--- src/rtl/xg_pkg.sv ---
package xg_pkg;
   // rotation applied after each mixing round
   function automatic int rot_amount(input int w);
      return (w > 4) ? 3 : 1;
   endfunction

   // rotation of the key half used as round key r
   function automatic int key_shift(input int r, input int kh);
      return (r * 5 + 1) % kh;
   endfunction

   // additive round constant before truncation
   function automatic int round_const(input int r);
      return r * 40503 + 27;
   endfunction
endpackage

--- src/rtl/xg_perm_net.sv ---
module xg_perm_net
   import xg_pkg::*;
#(
   parameter int W       = 8,
   parameter int KH      = 16,
   parameter int ROUNDS  = 4,
   parameter bit INVERSE = 1'b0
) (
   input  logic [W-1:0]  x_in,
   input  logic [KH-1:0] key,
   output logic [W-1:0]  y_out
);
   localparam int ROT = rot_amount(W);

   generate
      if (W < 2 || W > KH) begin : g_bad_width
         $error("xg_perm_net: W must lie in 2..KH");
      end
      if (ROUNDS < 1) begin : g_bad_rounds
         $error("xg_perm_net: at least one round needed");
      end
   endgenerate

   logic [2*KH-1:0] key2;
   logic [W-1:0]    stage [ROUNDS+1];

   assign key2     = {key, key};
   assign stage[0] = x_in;

   // each round: xor round key, add constant, rotate left (all invertible)
   generate
      for (genvar i = 0; i < ROUNDS; i++) begin : g_round
         localparam int RI = INVERSE ? (ROUNDS - 1 - i) : i;
         localparam int SH = key_shift(RI, KH);
         localparam logic [W-1:0] RC = W'(round_const(RI));
         logic [W-1:0] rk;
         assign rk = key2[KH-SH +: W];
         if (!INVERSE) begin : g_fwd
            logic [W-1:0] mixed;
            assign mixed        = (stage[i] ^ rk) + RC;
            assign stage[i+1]   = {mixed[W-1-ROT:0], mixed[W-1:W-ROT]};
         end else begin : g_inv
            logic [W-1:0] unrot;
            assign unrot        = {stage[i][ROT-1:0], stage[i][W-1:ROT]};
            assign stage[i+1]   = (unrot - RC) ^ rk;
         end
      end
   endgenerate

   assign y_out = stage[ROUNDS];
endmodule

--- src/rtl/xg_lfsr.sv ---
module xg_lfsr #(
   parameter int           W    = 15,
   parameter logic [W-1:0] TAPS = 15'h6000
) (
   input  logic         clk,
   input  logic         rst_n,
   input  logic         advance,
   output logic [W-1:0] state
);
   generate
      if (W < 2) begin : g_bad_w
         $error("xg_lfsr: width below 2");
      end
      if (!TAPS[W-1]) begin : g_bad_taps
         $error("xg_lfsr: top tap must be set");
      end
   endgenerate

   logic [W-1:0] q;

   always_ff @(posedge clk) begin
      if (!rst_n) begin
         q <= W'(1);
      end else if (advance) begin
         q <= (q >> 1) ^ (q[0] ? TAPS : '0);
      end
   end

   assign state = q;

   a_r6_lfsr_live: assert property (@(posedge clk) disable iff (!rst_n)
      q != '0);
   a_r6_lfsr_hold: assert property (@(posedge clk) disable iff (!rst_n)
      !advance |=> $stable(q));
endmodule

--- src/rtl/xg_key_vault.sv ---
module xg_key_vault #(
   parameter int KW = 32
) (
   input  logic          clk,
   input  logic          rst_n,
   input  logic          load,
   input  logic [KW-1:0] key_in,
   input  logic          tamper,
   output logic [KW-1:0] key_out,
   output logic          alarm_out
);
   logic [KW-1:0] key_q;
   logic          locked_q;
   logic          alarm_q;

   always_ff @(posedge clk) begin
      if (!rst_n) begin
         key_q    <= '0;
         locked_q <= 1'b0;
         alarm_q  <= 1'b0;
      end else if (tamper) begin
         key_q    <= '0;
         locked_q <= 1'b1;
         alarm_q  <= 1'b1;
      end else if (load && !locked_q && !alarm_q) begin
         key_q    <= key_in;
         locked_q <= 1'b1;
      end
   end

   assign key_out   = key_q;
   assign alarm_out = alarm_q;

   a_r9_prompt_wipe: assert property (@(posedge clk) disable iff (!rst_n)
      tamper |=> key_q == '0);
   a_r9_key_stays_zero: assert property (@(posedge clk) disable iff (!rst_n)
      alarm_q |-> key_q == '0);
   a_r9_alarm_sticky: assert property (@(posedge clk) disable iff (!rst_n)
      alarm_q |=> alarm_q);
   a_r8_key_locked: assert property (@(posedge clk) disable iff (!rst_n)
      locked_q |=> (key_q == $past(key_q)) || (key_q == '0));
endmodule

--- src/rtl/xmem_guard.sv ---
module xmem_guard
   import xg_pkg::*;
#(
   parameter int            AW        = 15,
   parameter int            DW        = 8,
   parameter int            KW        = 32,
   parameter int            ROUNDS    = 4,
   parameter logic [AW-1:0] LFSR_TAPS = 15'h6000,
   parameter logic [DW-1:0] ERR_BYTE  = 8'hE5
) (
   input  logic          clk,
   input  logic          rst_n,
   input  logic          cpu_req,
   input  logic          cpu_we,
   input  logic [AW-1:0] cpu_addr,
   input  logic [DW-1:0] cpu_wdata,
   output logic          cpu_rdy,
   output logic [DW-1:0] cpu_rdata,
   input  logic          key_load,
   input  logic [KW-1:0] key_value,
   input  logic          tamper_in,
   output logic          alarm,
   output logic          mem_ce,
   output logic          mem_we,
   output logic [AW-1:0] mem_addr,
   output logic [DW-1:0] mem_wdata,
   input  logic [DW-1:0] mem_rdata
);
   localparam int KH = KW / 2;

   generate
      if (KW % 2 != 0) begin : g_bad_kw
         $error("xmem_guard: key width must be even");
      end
      if (AW > KH || DW > KH) begin : g_bad_half
         $error("xmem_guard: key half narrower than a block");
      end
      if (ROUNDS < 1) begin : g_bad_rounds
         $error("xmem_guard: at least one round needed");
      end
   endgenerate

   // key storage and tamper response
   logic [KW-1:0] key_w;
   logic          alarm_w;

   xg_key_vault #(.KW(KW)) u_vault (
      .clk       (clk),
      .rst_n     (rst_n),
      .load      (key_load),
      .key_in    (key_value),
      .tamper    (tamper_in),
      .key_out   (key_w),
      .alarm_out (alarm_w)
   );

   logic [KH-1:0] key_addr;
   logic [KH-1:0] key_data;
   assign key_addr = key_w[KH-1:0];
   assign key_data = key_w[KW-1:KH];

   // request tracking
   logic          busy_q;
   logic          rdy_q;
   logic          op_we_q;
   logic [AW-1:0] op_addr_q;
   logic [DW-1:0] rdata_q;
   logic          accept;

   assign accept = cpu_req && !busy_q && !rdy_q;

   // address permutation
   logic [AW-1:0] addr_ct;
   xg_perm_net #(.W(AW), .KH(KH), .ROUNDS(ROUNDS), .INVERSE(1'b0)) u_addr_enc (
      .x_in  (cpu_addr),
      .key   (key_addr),
      .y_out (addr_ct)
   );

   // data permutation, keyed by the plain address of each byte
   logic [KH-1:0] wkey;
   logic [KH-1:0] rkey;
   logic [DW-1:0] wdata_ct;
   logic [DW-1:0] rdata_pt;

   assign wkey = key_data ^ KH'(cpu_addr);
   assign rkey = key_data ^ KH'(op_addr_q);

   xg_perm_net #(.W(DW), .KH(KH), .ROUNDS(ROUNDS), .INVERSE(1'b0)) u_data_enc (
      .x_in  (cpu_wdata),
      .key   (wkey),
      .y_out (wdata_ct)
   );

   xg_perm_net #(.W(DW), .KH(KH), .ROUNDS(ROUNDS), .INVERSE(1'b1)) u_data_dec (
      .x_in  (mem_rdata),
      .key   (rkey),
      .y_out (rdata_pt)
   );

   // dummy address source
   logic [AW-1:0] dummy_addr;
   xg_lfsr #(.W(AW), .TAPS(LFSR_TAPS)) u_lfsr (
      .clk     (clk),
      .rst_n   (rst_n),
      .advance (!accept),
      .state   (dummy_addr)
   );

   // external bus and core response
   logic          mem_ce_q;
   logic          mem_we_q;
   logic [AW-1:0] mem_addr_q;
   logic [DW-1:0] mem_wdata_q;

   always_ff @(posedge clk) begin
      if (!rst_n) begin
         busy_q      <= 1'b0;
         rdy_q       <= 1'b0;
         op_we_q     <= 1'b0;
         op_addr_q   <= '0;
         rdata_q     <= '0;
         mem_ce_q    <= 1'b0;
         mem_we_q    <= 1'b0;
         mem_addr_q  <= '0;
         mem_wdata_q <= '0;
      end else begin
         mem_ce_q <= 1'b1;
         busy_q   <= accept;
         rdy_q    <= busy_q;
         if (accept) begin
            op_addr_q <= cpu_addr;
            op_we_q   <= cpu_we;
            if (alarm_w) begin
               mem_addr_q <= dummy_addr;
               mem_we_q   <= 1'b0;
            end else begin
               mem_addr_q  <= addr_ct;
               mem_we_q    <= cpu_we;
               mem_wdata_q <= wdata_ct;
            end
         end else begin
            mem_addr_q <= dummy_addr;
            mem_we_q   <= 1'b0;
         end
         if (busy_q) begin
            if (alarm_w) begin
               rdata_q <= ERR_BYTE;
            end else if (!op_we_q) begin
               rdata_q <= rdata_pt;
            end
         end
      end
   end

   assign cpu_rdy   = rdy_q;
   assign cpu_rdata = rdata_q;
   assign alarm     = alarm_w;
   assign mem_ce    = mem_ce_q;
   assign mem_we    = mem_we_q;
   assign mem_addr  = mem_addr_q;
   assign mem_wdata = mem_wdata_q;

   a_r5_rdy_pulse: assert property (@(posedge clk) disable iff (!rst_n)
      cpu_rdy |=> !cpu_rdy);
   a_r5_fixed_latency: assert property (@(posedge clk) disable iff (!rst_n)
      accept |-> ##2 cpu_rdy);
   a_r6_bus_busy: assert property (@(posedge clk) disable iff (!rst_n)
      mem_ce |=> mem_ce);
   a_r6_write_needs_request: assert property (@(posedge clk) disable iff (!rst_n)
      mem_we |-> $past(accept && cpu_we));
   a_r7_request_first: assert property (@(posedge clk) disable iff (!rst_n)
      accept && !alarm_w |=> mem_we == $past(cpu_we));
   a_r9_no_write: assert property (@(posedge clk) disable iff (!rst_n)
      alarm && $past(alarm) |-> !mem_we);
   a_r9_error_byte: assert property (@(posedge clk) disable iff (!rst_n)
      cpu_rdy && $past(alarm) |-> cpu_rdata == ERR_BYTE);
endmodule

--- config.mk ---
export PLATFORM = sky130hd
export DESIGN_NAME = xmem_guard
export DESIGN_NICKNAME = d
export VERILOG_FILES = /design/src/rtl/xg_pkg.sv /design/src/rtl/xg_perm_net.sv /design/src/rtl/xg_lfsr.sv /design/src/rtl/xg_key_vault.sv /design/src/rtl/xmem_guard.sv
export SDC_FILE = /design/constraint.sdc
export NUM_CORES = 1
export LEC_CHECK = 0
export BUFFER_PORTS_ARGS = -buffer_cell sky130_fd_sc_hd__buf_4
export CORE_UTILIZATION = 45
export DETAILED_ROUTE_END_ITERATION = 7
export MAX_ROUTING_LAYER = met4
export SETUP_SLACK_MARGIN = 0.2
export SLEW_MARGIN = 30
export SYNTH_ARGS = -nofsm -noshare
export SYNTH_HDL_FRONTEND = slang
export SYNTH_HIERARCHICAL = 1
export SYNTH_SLANG_ARGS = --single-unit
--- constraint.sdc ---
create_clock -name clk -period 5.9 [get_ports clk]
set_clock_uncertainty 0.2 [all_clocks]
set_input_delay 0.59 -clock clk [delete_from_list [all_inputs] [get_ports clk]]
set_output_delay 0.59 -clock clk [all_outputs]
set_load 0.03 [all_outputs]
Yosys cells after proc, flatten, opt, wreduce, memory -nomap -nowiden
Cells that the tools add are included.
- mux-type cells: 8
- shifts and indexed selects: 0
- add/sub/neg operators: 12
- multipliers: 0
- div/mod/pow operators: 0
- reductions and logical operators: 13
- equal/unequal tests: 1
- bitwise operators: 18
- magnitude comparators: 0
- operators with widths (cell ; number):
    $xor 8x8->8 ; 8
    $xor 15x15->15 ; 4
    $mux 15 ; 3
    $xor 16x15->16 ; 2
    $add 8x8->8 const B ; 2
    $mux 8 ; 2
    $sub 8x8->8 const B ; 2
    $add 15x13->15 const B ; 1
    $add 15x14->15 const B ; 1
    $add 15x15->15 const B ; 1
    $add 15x5->15 const B ; 1
    $xor 14x15->15 ; 1
    $add 8x5->8 const B ; 1
    $add 8x7->8 const B ; 1
    $sub 8x5->8 const B ; 1
    $sub 8x7->8 const B ; 1
    $logic_and 1x1->1 ; 4
    $logic_not 1->1 ; 4
    $reduce_and 2->1 ; 2
    $mux 1 ; 3
    $not 1->1 ; 3
    $reduce_or 3->1 ; 1
    $ne 2x1->1 const B ; 1
    $reduce_bool 2->1 ; 1
    $reduce_or 2->1 ; 1
- input port bits: 69
- bits in read-only memories: 0
- output and inout bits: 35
- bits in writable memories: 0
- bits in latches: 0
- flip-flop bits (word level): 100
- memories: 0

Longest topological paths before layout
- depth after elaboration: 10
- depth in mapped cells: 26
- depth with buffers taken out: 25

Modules after synthesis
The synthesis kept the hierarchy.
- by module, submodules not included (module ; instances ; area an instance (um^2) ; cells each ; sequential area each (um^2)):
    xg_perm_net at u_addr_enc ; 1 ; 2073.2 ; 259 ; 0.0
    xmem_guard ; 1 ; 2070.7 ; 238 ; 1021.0
    xg_key_vault ; 1 ; 1652.8 ; 151 ; 680.7
    xg_perm_net at u_data_enc ; 1 ; 753.2 ; 82 ; 0.0
    xg_perm_net at u_data_dec ; 1 ; 750.7 ; 82 ; 0.0
    xg_lfsr ; 1 ; 579.3 ; 49 ; 300.3

Worst setup path after synthesis
OpenSTA, ideal clock, no wires.
- path kind: in2reg
- start: input port cpu_addr[11]
- end: register mem_addr_q[2] (netlist: mem_addr[2])
- data required time: 5626 ps
- data arrival time: 4878 ps
- setup slack: 748 ps
- stages on the path: 23
- buffers on the path: 0
- setup time: 74 ps
- cells stage by stage: xnor2_1 > or4_4 > nor4_1 > xnor2_1 > ha_1 > a21oi_1 > nor2_1 > o2111ai_1 > a41oi_1 > a21oi_1 > ha_1 > nand2_1 > a311o_1 > o311a_2 > xnor2_1 > ha_1 > inv_1 > o31ai_1 > a21o_1 > a31oi_1 > xor2_1 > nand3_1 > o21ai_0
- longest elaborated chain between the ends: 10
- ends and longest elaborated chain (element ; RTL line ; text):
    start: declaration ; xmem_guard.sv:15 ; input logic [AW-1:0] cpu_addr,
    $xor 15x15->15 ; xg_perm_net.sv:40 ; assign mixed = (stage[i] ^ rk) + RC;
    $add 15x5->15 ; xg_perm_net.sv:40 ;
    $xor 15x15->15 ; xg_perm_net.sv:40 ;
    $add 15x13->15 ; xg_perm_net.sv:40 ;
    $xor 15x15->15 ; xg_perm_net.sv:40 ;
    $add 15x14->15 ; xg_perm_net.sv:40 ;
    $xor 15x15->15 ; xg_perm_net.sv:40 ;
    $add 15x15->15 ; xg_perm_net.sv:40 ;
    net addr_ct[2] ; xmem_guard.sv:73 ; logic [AW-1:0] addr_ct;
    $mux 15 ; xmem_guard.sv:134 ; if (alarm_w) begin
    $mux 15 ; xmem_guard.sv:131 ; if (accept) begin
    end signal: assignment ; xmem_guard.sv:135 ; mem_addr_q <= dummy_addr;
    end signal: assignment ; xmem_guard.sv:138 ; mem_addr_q <= addr_ct;
    end signal: assignment ; xmem_guard.sv:143 ; mem_addr_q <= dummy_addr;
    end: declaration ; xmem_guard.sv:113 ; logic [AW-1:0] mem_addr_q;
The timed path passes the listed nets, and every way through them passes these cells.
A chain may end at the register's enable or synchronous reset.

Worst setup path in the final report
Ends and elaborated chain as after synthesis.

==> results_dict.tcl <==
set metrics [dict create \
    path_clk_slew_ns 0.08 \
    drt_first_pass_iters 8 \
    fin_setup_tns_ns 0 \
    fin_crit_ns 5.199 \
    min_to "mem_wdata[6]" \
    status "complete, no violations" \
    startpoint_type "primary input" \
    dieArea_sq_um 18040 \
    relSlewSlack 0.4923 \
    power_mw 2.859 \
    synth_area_leader_cell "dfxtp_1" \
    ir_drop_v 0.0001660 \
    min-delay-path-class "reg -> reg" \
    cts_buffer_depth 2 \
    p_per_area_nw_per_um2 312.4 \
    r2r_end "mem_addr[2]" \
    rows 48 \
    grt_max_degree 80 \
    arrival_ns 5.29 \
    antennaDiodeCount 0 \
    synth_mux_area_frac 0.06240 \
    route.met2.wl_um 8994 \
    drive_gt1_frac 0.2148 \
    wl_per_cell_um 17.76 \
    hpwl_um 16550 \
    wl_um 21030 \
    drc 0 \
    r2r_cells 24 \
    syn-cell-area_sq_um 7880 \
    start_util 0.4588 \
    power.leakage_nw 3.612 \
    vias 6305 \
    cts_tree "built" \
    worst_ep_required_time_ns 5.99 \
    min_path_cells 2 \
    place_congestion 0.9755 \
    io_buffer_count 103 \
    synth_nets 940 \
    synth_xor_area_frac 0.2918 \
    rsz0062_at_grt "no" \
    cap_violations 0 \
    layout_commonest_cell "xnor2_1" \
    fillers 1702 \
    detail-route-antenna-nets 0 \
    wl_met1_um 10540 \
    worstMarginPinSlew_ns 0.7562 \
    post_dp_cell_area_sq_um 8842 \
    grt_pass1_wl_um 32460 \
    numCtsBuffers 9 \
    async_flop_share 0 \
    reg2reg_from "u_vault/key_out[6]" \
    hold_start "mem_wdata[6]" \
    critPathKind "in -> reg" \
    ys_types 82 \
    synth-edff-count 0 \
    avgSynthCellArea_sq_um 9.152 \
    post_cts.repair.setup_buffers 0 \
    fmax_ghz 0.1924 \
    clock_tree.htree_level_count 3 \
    grtUsageTotal 0.2431 \
    layout_common_cells "xnor2_1 (138), buf_4 (131), dfxtp_1 (100)" \
    vias_per_cell 5.325 \
    grt_pass1_vias 5853 \
    synth_fa_ha_area_frac 0.01588 \
    die_y_um 134.3 \
    synth_warnings 6 \
    final_area_sq_um 9154 \
    clkLatencyLatePin_ns 0.36 \
    synth_flop_cell "dfxtp_1" \
    met3WireLength_um 726 \
    finalCritPeriodShare 0.8812 \
    clock_sinks 100 \
    dr.max_layer_used "met4" \
    cts_hold_buf 0 \
    synth_top_family_by_area "XOR/XNOR gates" \
    synthSimpleGateAreaFrac 0.2023 \
    synthCells 861 \
    ys_top_cells_by_area "dfxtp_1 (25%), xnor2_1 (15%), xor2_1 (9.0%)" \
    reg2reg_slack_ns 0.70 \
    final_net_count 1033 \
    crit_fanout 5 \
    netlist.area_leader.share 0.2540 \
    synth_seq_area_share 0.2540 \
    synth-seq-cells 100 \
    io_pins 104 \
    drt_iter0_markers 326 \
    maxSlewViolCount 0 \
    antenna_found_initial 0 \
    die_w_um 134.3 \
    synth-compound-area-share 0.1297 \
    core_sq_um 17180 \
    cp-end-kind "register" \
    hold_violations 0 \
    setup_violations 0 \
    cts_root_buf "clkbuf_16" \
    grt_overflow 0 \
    area_delta_synth_final_pct 16.16 \
]
==> synth_stat cells, drive strengths merged (7+ instances only) <==
library cell / number
nand3b: 65
and3: 9
nand4: 7
nor3: 9
dfxtp: 100
nand2: 67
nor2: 22
ha: 10
xnor2: 148
nor2b: 14
inv: 8
xor2: 83
buf: 28
a21oi: 18
o211ai: 7
o21ai: 48
clkbuf: 21
and2: 7
nand3: 50
mux2i: 48
==> cell type report <==
cell class                      count  area (sq um)  area share
Clock buffer                        9         225.2     0.02460
Clock inverter                      7         80.08    0.008748
Inverter                            8         30.03    0.003280
Multi-Input combinational cell    704          5552      0.6065
Sequential cell                   100          2002      0.2187
Tap cell                          225         281.5     0.03075
Timing Repair Buffer              131         983.4      0.1074
==> through the flow <==
stage	util	hold WS, ns	std cells	setup WS [ns]
after global placement	0.5148	0.2496	1168	0.3482
after CTS	0.5326	0.2559	1184	0.6980
after floorplan	-	0.2403	861	0.7480
final	0.5329	0.2610	1184	0.7012
after detailed placement	0.5148	0.2557	1168	0.3203
after global routing	0.5329	0.2716	1184	0.2720
==> cells by family after synthesis <==
group	after synthesis
flops	100
fa+ha+maj	10
buf+inv	57
simple gates	272
mux	49
xor+xnor	239
compound gates	134
==> flip-flops by register name (all words and copies together) (netlist names), 8 cells and up <==
signal / count
u_lfsr/state: 15
op_addr_q: 15
mem_addr: 15
mem_wdata: 8
u_vault/key_out: 32
cpu_rdata: 8
==> per-layer routing <==
metal  track usage  vias to the layer above
met1        0.3384                     2902
met3       0.03326                       38
li1              -                     3195
met2        0.3477                      170
met5             -                        -
met4        0.1074                        0
==> how the worst max path moves through the flow <==
stage / from / to / slack [ns] / cells after the start
after floorplan: cpu_addr[11] / mem_addr[2] / 0.75 / 23
after global placement: cpu_addr[11] / mem_addr[2] / 0.35 / 24
after detailed placement: cpu_addr[11] / mem_addr[2] / 0.32 / 25
after CTS: u_vault/key_out[6] / mem_addr[2] / 0.70 / 23
after global routing: cpu_addr[1] / mem_addr[0] / 0.27 / 26
final: cpu_addr[11] / mem_addr[2] / 0.70 / 25
==> critical path, stage by stage <==
cell and delay [ns]:
buf_4 0.13, xnor2_1 0.16, or4_4 0.60, a211oi_4 0.38
xnor2_1 0.21, ha_1 0.22, a21oi_1 0.07, nor2_1 0.13
o2111ai_1 0.21, a41oi_1 0.36, a21oi_1 0.10, ha_1 0.25
inv_1 0.10, nor3b_1 0.06, a211oi_1 0.27, o311a_2 0.28
xnor2_1 0.12, ha_1 0.21, inv_1 0.08, o31ai_1 0.09
a21o_1 0.21, a31oi_1 0.16, xor2_1 0.16, nand3_1 0.07
o21ai_0 0.08
==> power breakdown <==
group / switching, mW / internal [mW]
combinational: 0.799 / 0.666
clock: 0.293 / 0.336
sequential: 0.0354 / 0.731
==> what timing repair did <==
item,in CTS,in global routing
hold endpoints to repair,0,0
resized for setup,0,1
setup endpoints to repair,0,1
(Power assumes the default switching activity.)
